File: config.mk
export PLATFORM = sky130hd
export DESIGN_NAME = stair_gen
export DESIGN_NICKNAME = d
export VERILOG_FILES = /design/src/rtl/stair_pkg.sv /design/src/rtl/stair_cfg.sv /design/src/rtl/stair_tick.sv /design/src/rtl/stair_level.sv /design/src/rtl/stair_gen.sv
export SDC_FILE = /design/constraint.sdc
export NUM_CORES = 1
export LEC_CHECK = 0
export CORE_AREA = 2 2 76 97
export CTS_CLUSTER_DIAMETER = 60
export DETAILED_ROUTE_END_ITERATION = 10
export DIE_AREA = 0 0 78 99
export GPL_TIMING_DRIVEN = 0
export PLACE_DENSITY = 0.91
export SYNTH_ARGS = -nofsm -noshare
export SYNTH_HDL_FRONTEND = slang
export SYNTH_SLANG_ARGS = --single-unit
File: constraint.sdc
create_clock -name clk -period 7.31 [get_ports clk]
set_clock_uncertainty 0.05 [all_clocks]
set_input_delay 1.8275 -clock clk [delete_from_list [all_inputs] [get_ports clk]]
set_output_delay 1.8275 -clock clk [all_outputs]
set_load 0.1 [all_outputs]
File: src/rtl/stair_pkg.sv
package stair_pkg;

    localparam int unsigned SYS_CLK_HZ  = 40_000_000;
    localparam int unsigned STEP_HZ     = 10_000;
    localparam int unsigned DEF_PERIOD  = SYS_CLK_HZ / STEP_HZ;

    typedef enum logic [1:0] {
        ACT_HOLD = 2'd0,
        ACT_STEP = 2'd1,
        ACT_ZERO = 2'd2
    } lvl_act_e;

    function automatic lvl_act_e pick_action(input logic tick, input logic over);
        if (!tick)
            return ACT_HOLD;
        else if (over)
            return ACT_ZERO;
        else
            return ACT_STEP;
    endfunction

endpackage

File: src/rtl/stair_cfg.sv
module stair_cfg #(
    parameter int unsigned LVL_W = 12,
    parameter int unsigned PER_W = 16
) (
    input  logic             clk,
    input  logic             rst,
    input  logic             load,
    input  logic [LVL_W-1:0] step_in,
    input  logic [LVL_W-1:0] max_in,
    input  logic [PER_W-1:0] period_in,
    output logic [LVL_W-1:0] step_q,
    output logic [LVL_W-1:0] max_q,
    output logic [PER_W-1:0] last_q
);

    logic [PER_W-1:0] last_next;

    always_comb begin
        if (period_in == '0)
            last_next = '0;
        else
            last_next = period_in - 1'b1;
    end

    always_ff @(posedge clk) begin
        if (rst || load) begin
            step_q <= step_in;
            max_q  <= max_in;
            last_q <= last_next;
        end
    end

    assert_shadow_hold_R7: assert property (@(posedge clk) disable iff (rst)
        !load |=> ($stable(step_q) && $stable(max_q) && $stable(last_q)));

endmodule

File: src/rtl/stair_tick.sv
module stair_tick #(
    parameter int unsigned PER_W = 16
) (
    input  logic             clk,
    input  logic             rst,
    input  logic             en,
    input  logic [PER_W-1:0] last,
    output logic             tick
);

    logic [PER_W-1:0] cnt;

    assign tick = en && (cnt >= last);

    always_ff @(posedge clk) begin
        if (rst)
            cnt <= '0;
        else if (tick)
            cnt <= '0;
        else if (en)
            cnt <= cnt + 1'b1;
    end

    assert_count_bound_R2: assert property (@(posedge clk) disable iff (rst)
        cnt <= last);

    assert_count_freeze_R6: assert property (@(posedge clk) disable iff (rst)
        !en |=> $stable(cnt));

endmodule

File: src/rtl/stair_level.sv
module stair_level
    import stair_pkg::*;
#(
    parameter int unsigned LVL_W = 12
) (
    input  logic             clk,
    input  logic             rst,
    input  logic             tick,
    input  logic [LVL_W-1:0] step,
    input  logic [LVL_W-1:0] max_lvl,
    output logic [LVL_W-1:0] level,
    output logic             stb
);

    logic [LVL_W:0] sum;
    logic           over;
    lvl_act_e       act;

    assign sum  = {1'b0, level} + {1'b0, step};
    assign over = sum > {1'b0, max_lvl};
    assign act  = pick_action(tick, over);

    always_ff @(posedge clk) begin
        if (rst) begin
            level <= '0;
            stb   <= 1'b0;
        end else begin
            stb <= tick;
            unique case (act)
                ACT_STEP: level <= sum[LVL_W-1:0];
                ACT_ZERO: level <= '0;
                default:  level <= level;
            endcase
        end
    end

    assert_level_within_max_R4: assert property (@(posedge clk) disable iff (rst)
        tick |=> (level <= $past(max_lvl)));

    assert_strobe_after_tick_R8: assert property (@(posedge clk) disable iff (rst)
        tick |=> stb);

endmodule

File: src/rtl/stair_gen.sv
module stair_gen
    import stair_pkg::*;
#(
    parameter int unsigned LVL_W = 12,
    parameter int unsigned PER_W = 16
) (
    input  logic             clk,
    input  logic             rst,
    input  logic             en,
    input  logic [LVL_W-1:0] step_size,
    input  logic [LVL_W-1:0] max_level,
    input  logic [PER_W-1:0] period,
    output logic [LVL_W-1:0] level,
    output logic             step_stb
);

    logic             tick;
    logic [LVL_W-1:0] cfg_step;
    logic [LVL_W-1:0] cfg_max;
    logic [PER_W-1:0] cfg_last;

    stair_cfg #(.LVL_W(LVL_W), .PER_W(PER_W)) u_cfg (
        .clk(clk), .rst(rst), .load(tick),
        .step_in(step_size), .max_in(max_level), .period_in(period),
        .step_q(cfg_step), .max_q(cfg_max), .last_q(cfg_last)
    );

    stair_tick #(.PER_W(PER_W)) u_tick (
        .clk(clk), .rst(rst), .en(en), .last(cfg_last), .tick(tick)
    );

    stair_level #(.LVL_W(LVL_W)) u_level (
        .clk(clk), .rst(rst), .tick(tick), .step(cfg_step), .max_lvl(cfg_max),
        .level(level), .stb(step_stb)
    );

    assert_level_only_on_strobe_R8: assert property (@(posedge clk) disable iff (rst)
        !step_stb |-> $stable(level));

    assert_strobe_single_R8: assert property (@(posedge clk) disable iff (rst)
        (step_stb && cfg_last != '0) |=> !step_stb);

    assert_no_strobe_disabled_R6: assert property (@(posedge clk) disable iff (rst)
        !en |=> !step_stb);

endmodule

==> Flow_metrics.wiki <==
{| class="wikitable"
! Metric !! Value
|-
| Cell count after synthesis || a little under 400
|-
| Proportion of netlist area held by the largest area contributor || between 30% and 40%
|-
| Clock share of power || roughly 32%
|-
| Number of storage elements in the synthesis netlist || 69
|-
| Row count || 34
|-
| Outcome || finished clean
|-
| Met2 layer usage reported by global route || 42.0%
|-
| Global routing usage on met3 || under 10%
|-
| Register share of total power || approximately 54%
|-
| Buffer levels on the longest clock path || 2
|-
| Count of pins on the block boundary || 56
|-
| Post-layout power || ~800 uW
|-
| Avg Cell Area, Syn || roughly 9.9 um2
|-
| Total CTS buffers || 9
|-
| CTS tree || built
|-
| Number of enable flip-flop cells after synthesis || 40
|-
| Buffers inserted during post-CTS setup optimization || 0
|-
| Worst-case vdd ir drop || 0.106 mV
|-
| Final weighted congestion of routability-driven global placement || ~0.97
|-
| Number of distinct library cells after synthesis || 47
|-
| Final period utilization || 57.2%
|-
| Via count of the first global-routing pass || 3090
|-
| Wire length of the first global-routing pass || between 10000 and 15000 um
|-
| Synthesized Nets || 483
|-
| RSZ-0062 raised after global routing || no
|-
| Combinational cell fraction of total power || approximately 14%
|-
| Die Y-Extent || 99 um
|-
| Top cells by area in the synthesized netlist || sky130_fd_sc_hd__edfxtp_1, sky130_fd_sc_hd__dfxtp_1, sky130_fd_sc_hd__ha_1, sky130_fd_sc_hd__a21oi_1, sky130_fd_sc_hd__nor2_1
|-
| GR Layer Usage met1 || between 20% and 30%
|-
| Final-report hold violation count || 0
|-
| Yosys warning count || 0
|-
| Root buf cell || sky130_fd_sc_hd__clkbuf_8
|-
| Sinks on Clock Net || 69
|-
| Sw Pwr || 203 uW
|-
| Sum of routed wire length over all layers || 8040 um
|-
| Peak fanout along the critical path || between 40 and 50
|-
| Areal power density over the cells || roughly 170 mW/mm2
|-
| Worst setup SP type || primary input
|-
| Fraction of final layout cells with drive strength greater than 1 || about 5.6%
|-
| Initial detailed-routing violation count || between 200 and 250
|-
| Setup Viol. Count Final || 0
|-
| Remaining routing DRC violations || 0
|-
| Hold slack || roughly 430 ps
|-
| Antenna Diode Count || 0
|-
| Critical Setup Path Class || primary input to flop
|-
| Ys async rst share || 0%
|-
| Number of antenna violations at the first check in global routing || 0
|-
| Largest net degree at the start of global routing || 50
|-
| Power Internal || 607 uW
|-
| Die span in x || slightly below 80 um
|-
| Fin crit period || 4180 ps
|-
| Post-Route Utilization || just under 70%
|-
| Count of H-tree levels built during CTS || 3
|-
| # resized after CTS || 0
|-
| Vias per cell || roughly 5.6
|-
| Lkg Pwr || 1.93 nW
|-
| Number of max-slew violations in the final report || 0
|-
| Starting density of the core || between 50% and 60%
|-
| Required time at the worst-slack endpoint || 7230 ps
|-
| Tightest Hold Check Type || flop to flop
|-
| Busiest grt layer || met2
|-
| Fmax || around 240 MHz
|-
| Clock latency on the worst-skew pair || 360 ps
|-
| Post-cts hold buffer count || 0
|-
| Predominant post-synthesis flop cell || sky130_fd_sc_hd__edfxtp_1
|-
| Area added between synthesis and finish || 20.6%
|-
| Number of antenna-violating nets in the routed design || 0
|-
| Sequential share of the synthesized area || ~46%
|-
| Post-layout worst setup margin || roughly 3100 ps
|-
| Final nets || about 550
|-
| Area of the die || between 0.007 and 0.008 mm2
|-
| Cell area after technology mapping || just under 0.004 mm2
|-
| Setup crit end kind || flop
|-
| Core Region || just under 0.007 mm2
|-
| Wirelength per Cell || 14.4 um
|-
| Total global routing track utilization || between 20% and 30%
|-
| Count of input and output buffers || 54
|-
| Max-Cap Viols || 0
|-
| Fraction of power spent switching nets || between 20% and 30%
|-
| Signal arrival time at the worst endpoint || roughly 4100 ps
|-
| Yosys top cell by area || sky130_fd_sc_hd__edfxtp_1
|-
| Clock edge transition at the registers on the reported setup and hold paths || about 70 ps
|-
| Slack of the worst reg-to-reg path || ~3400 ps
|-
| Post-Place Setup Slack || about 2800 ps
|-
| Via count || roughly 3100
|-
| Max transition margin || 31.6%
|-
| Pre-Repair DR Iteration Count || 4
|-
| Overall overflow remaining after global route || 0
|-
| Setup Total Neg Slack || 0 ps
|-
| Half-perimeter wire length after placement || 6040 um
|-
| Transition time at the pin with the least slew margin || 1030 ps
|}
==> cell families after synthesis <==
group / share of synthesized area, %
AND/OR/NAND/NOR: 17.3
AO/OA/AOI/OAI: 11.7
flip-flops: 45.6
adder cells (fa/ha/maj): 13.9
buffers and inverters: 4.22
XOR/XNOR: 6.72
multiplexers: 0.544
==> through the flow <==
step | std cells | cell area, um2
final | 557 | 4720
after global routing | 557 | 4720
after CTS | 557 | 4720
after detailed placement | 541 | 4560
after global placement | 541 | 4560
after floorplan | 397 | 3910
==> registers in the layout, indices dropped and copies added, names as in the netlist <==
name	cells
u_level.stb	1
u_level.level	12
u_cfg.last_q	16
u_tick.cnt	16
u_cfg.max_q	12
u_cfg.step_q	12
==> synth_stat cells (all sizes together), types with 5 or more instances <==
cell    count
a211oi      5
a21o        6
a21oi      33
buf         6
dfxtp      29
edfxtp     40
ha         42
inv        33
nand2      30
nand3      12
nand4      16
nor2       41
nor3        8
o21ai      15
or3         8
xnor2      16
xor2       14
==> worst paths after layout <==
check                                     start                             to  cells past startpoint
setup / recovery                             en       u_cfg.max_q[2]$_DFFE_PP_                      7
hold / removal    u_level.level[5]$_SDFFE_PP0P_  u_level.level[5]$_SDFFE_PP0P_                      2
setup reg to reg      u_cfg.step_q[0]$_DFFE_PP_  u_level.level[6]$_SDFFE_PP0P_                     14
hold reg to reg   u_level.level[5]$_SDFFE_PP0P_  u_level.level[5]$_SDFFE_PP0P_                      2
==> power groups by stage <==
| stage | Sequential, mW | Clock, mW | Combinational, mW |
|---|---|---|---|
| 6_report | 0.440 | 0.260 | 0.109 |
| 5_1_grt | 0.442 | 0.278 | 0.124 |
| 4_1_cts | 0.440 | 0.263 | 0.109 |
| 3_5_place_dp | 0.449 | 0 | 0.108 |
| 3_3_place_gp | 0.448 | 0 | 0.102 |
| 2_1_floorplan | 0.446 | 0 | 0.0644 |
==> worst max-delay path, cell delays in order <==
cell	delay [ps]
sky130_fd_sc_hd__buf_2	190
sky130_fd_sc_hd__nand3_1	130
sky130_fd_sc_hd__a2111oi_0	540
sky130_fd_sc_hd__a21oi_1	220
sky130_fd_sc_hd__nand2b_1	110
sky130_fd_sc_hd__buf_2	210
sky130_fd_sc_hd__buf_2	820
==> layout by cell type (no fill, tap or decap), types with 7 or more instances in the layout <==
cell type and n:
sky130_fd_sc_hd__o21ai_0 15, sky130_fd_sc_hd__nor2_1 41, sky130_fd_sc_hd__xor2_1 14, sky130_fd_sc_hd__a21oi_1 33, sky130_fd_sc_hd__nand3_1 11, sky130_fd_sc_hd__edfxtp_1 40
sky130_fd_sc_hd__ha_1 42, sky130_fd_sc_hd__clkbuf_1 7, sky130_fd_sc_hd__inv_1 33, sky130_fd_sc_hd__or3_1 8, sky130_fd_sc_hd__xnor2_1 16, sky130_fd_sc_hd__clkdlybuf4s50_1 54
sky130_fd_sc_hd__nand4_1 16, sky130_fd_sc_hd__dfxtp_1 29, sky130_fd_sc_hd__clkbuf_8 9, sky130_fd_sc_hd__nand2_1 30
==> cell type report <==
class	instances	area (um2)
plain buffers	9	41.3
clock buffers	13	139
clock inverters	3	15.0
fillers	514	2090
inverters	33	124
multi-input cells	286	1960
flip-flops and latches	69	1780
well taps	90	113
repair buffers	54	541
==> layer usage <==
layer / vias to the layer above / routed length (um)
li1: 1560 / -
met1: 1435 / 3150
met2: 83 / 4340
met3: 26 / 309
met4: 0 / 246
met5: - / 0
Power figures use the tool's default switching activity.
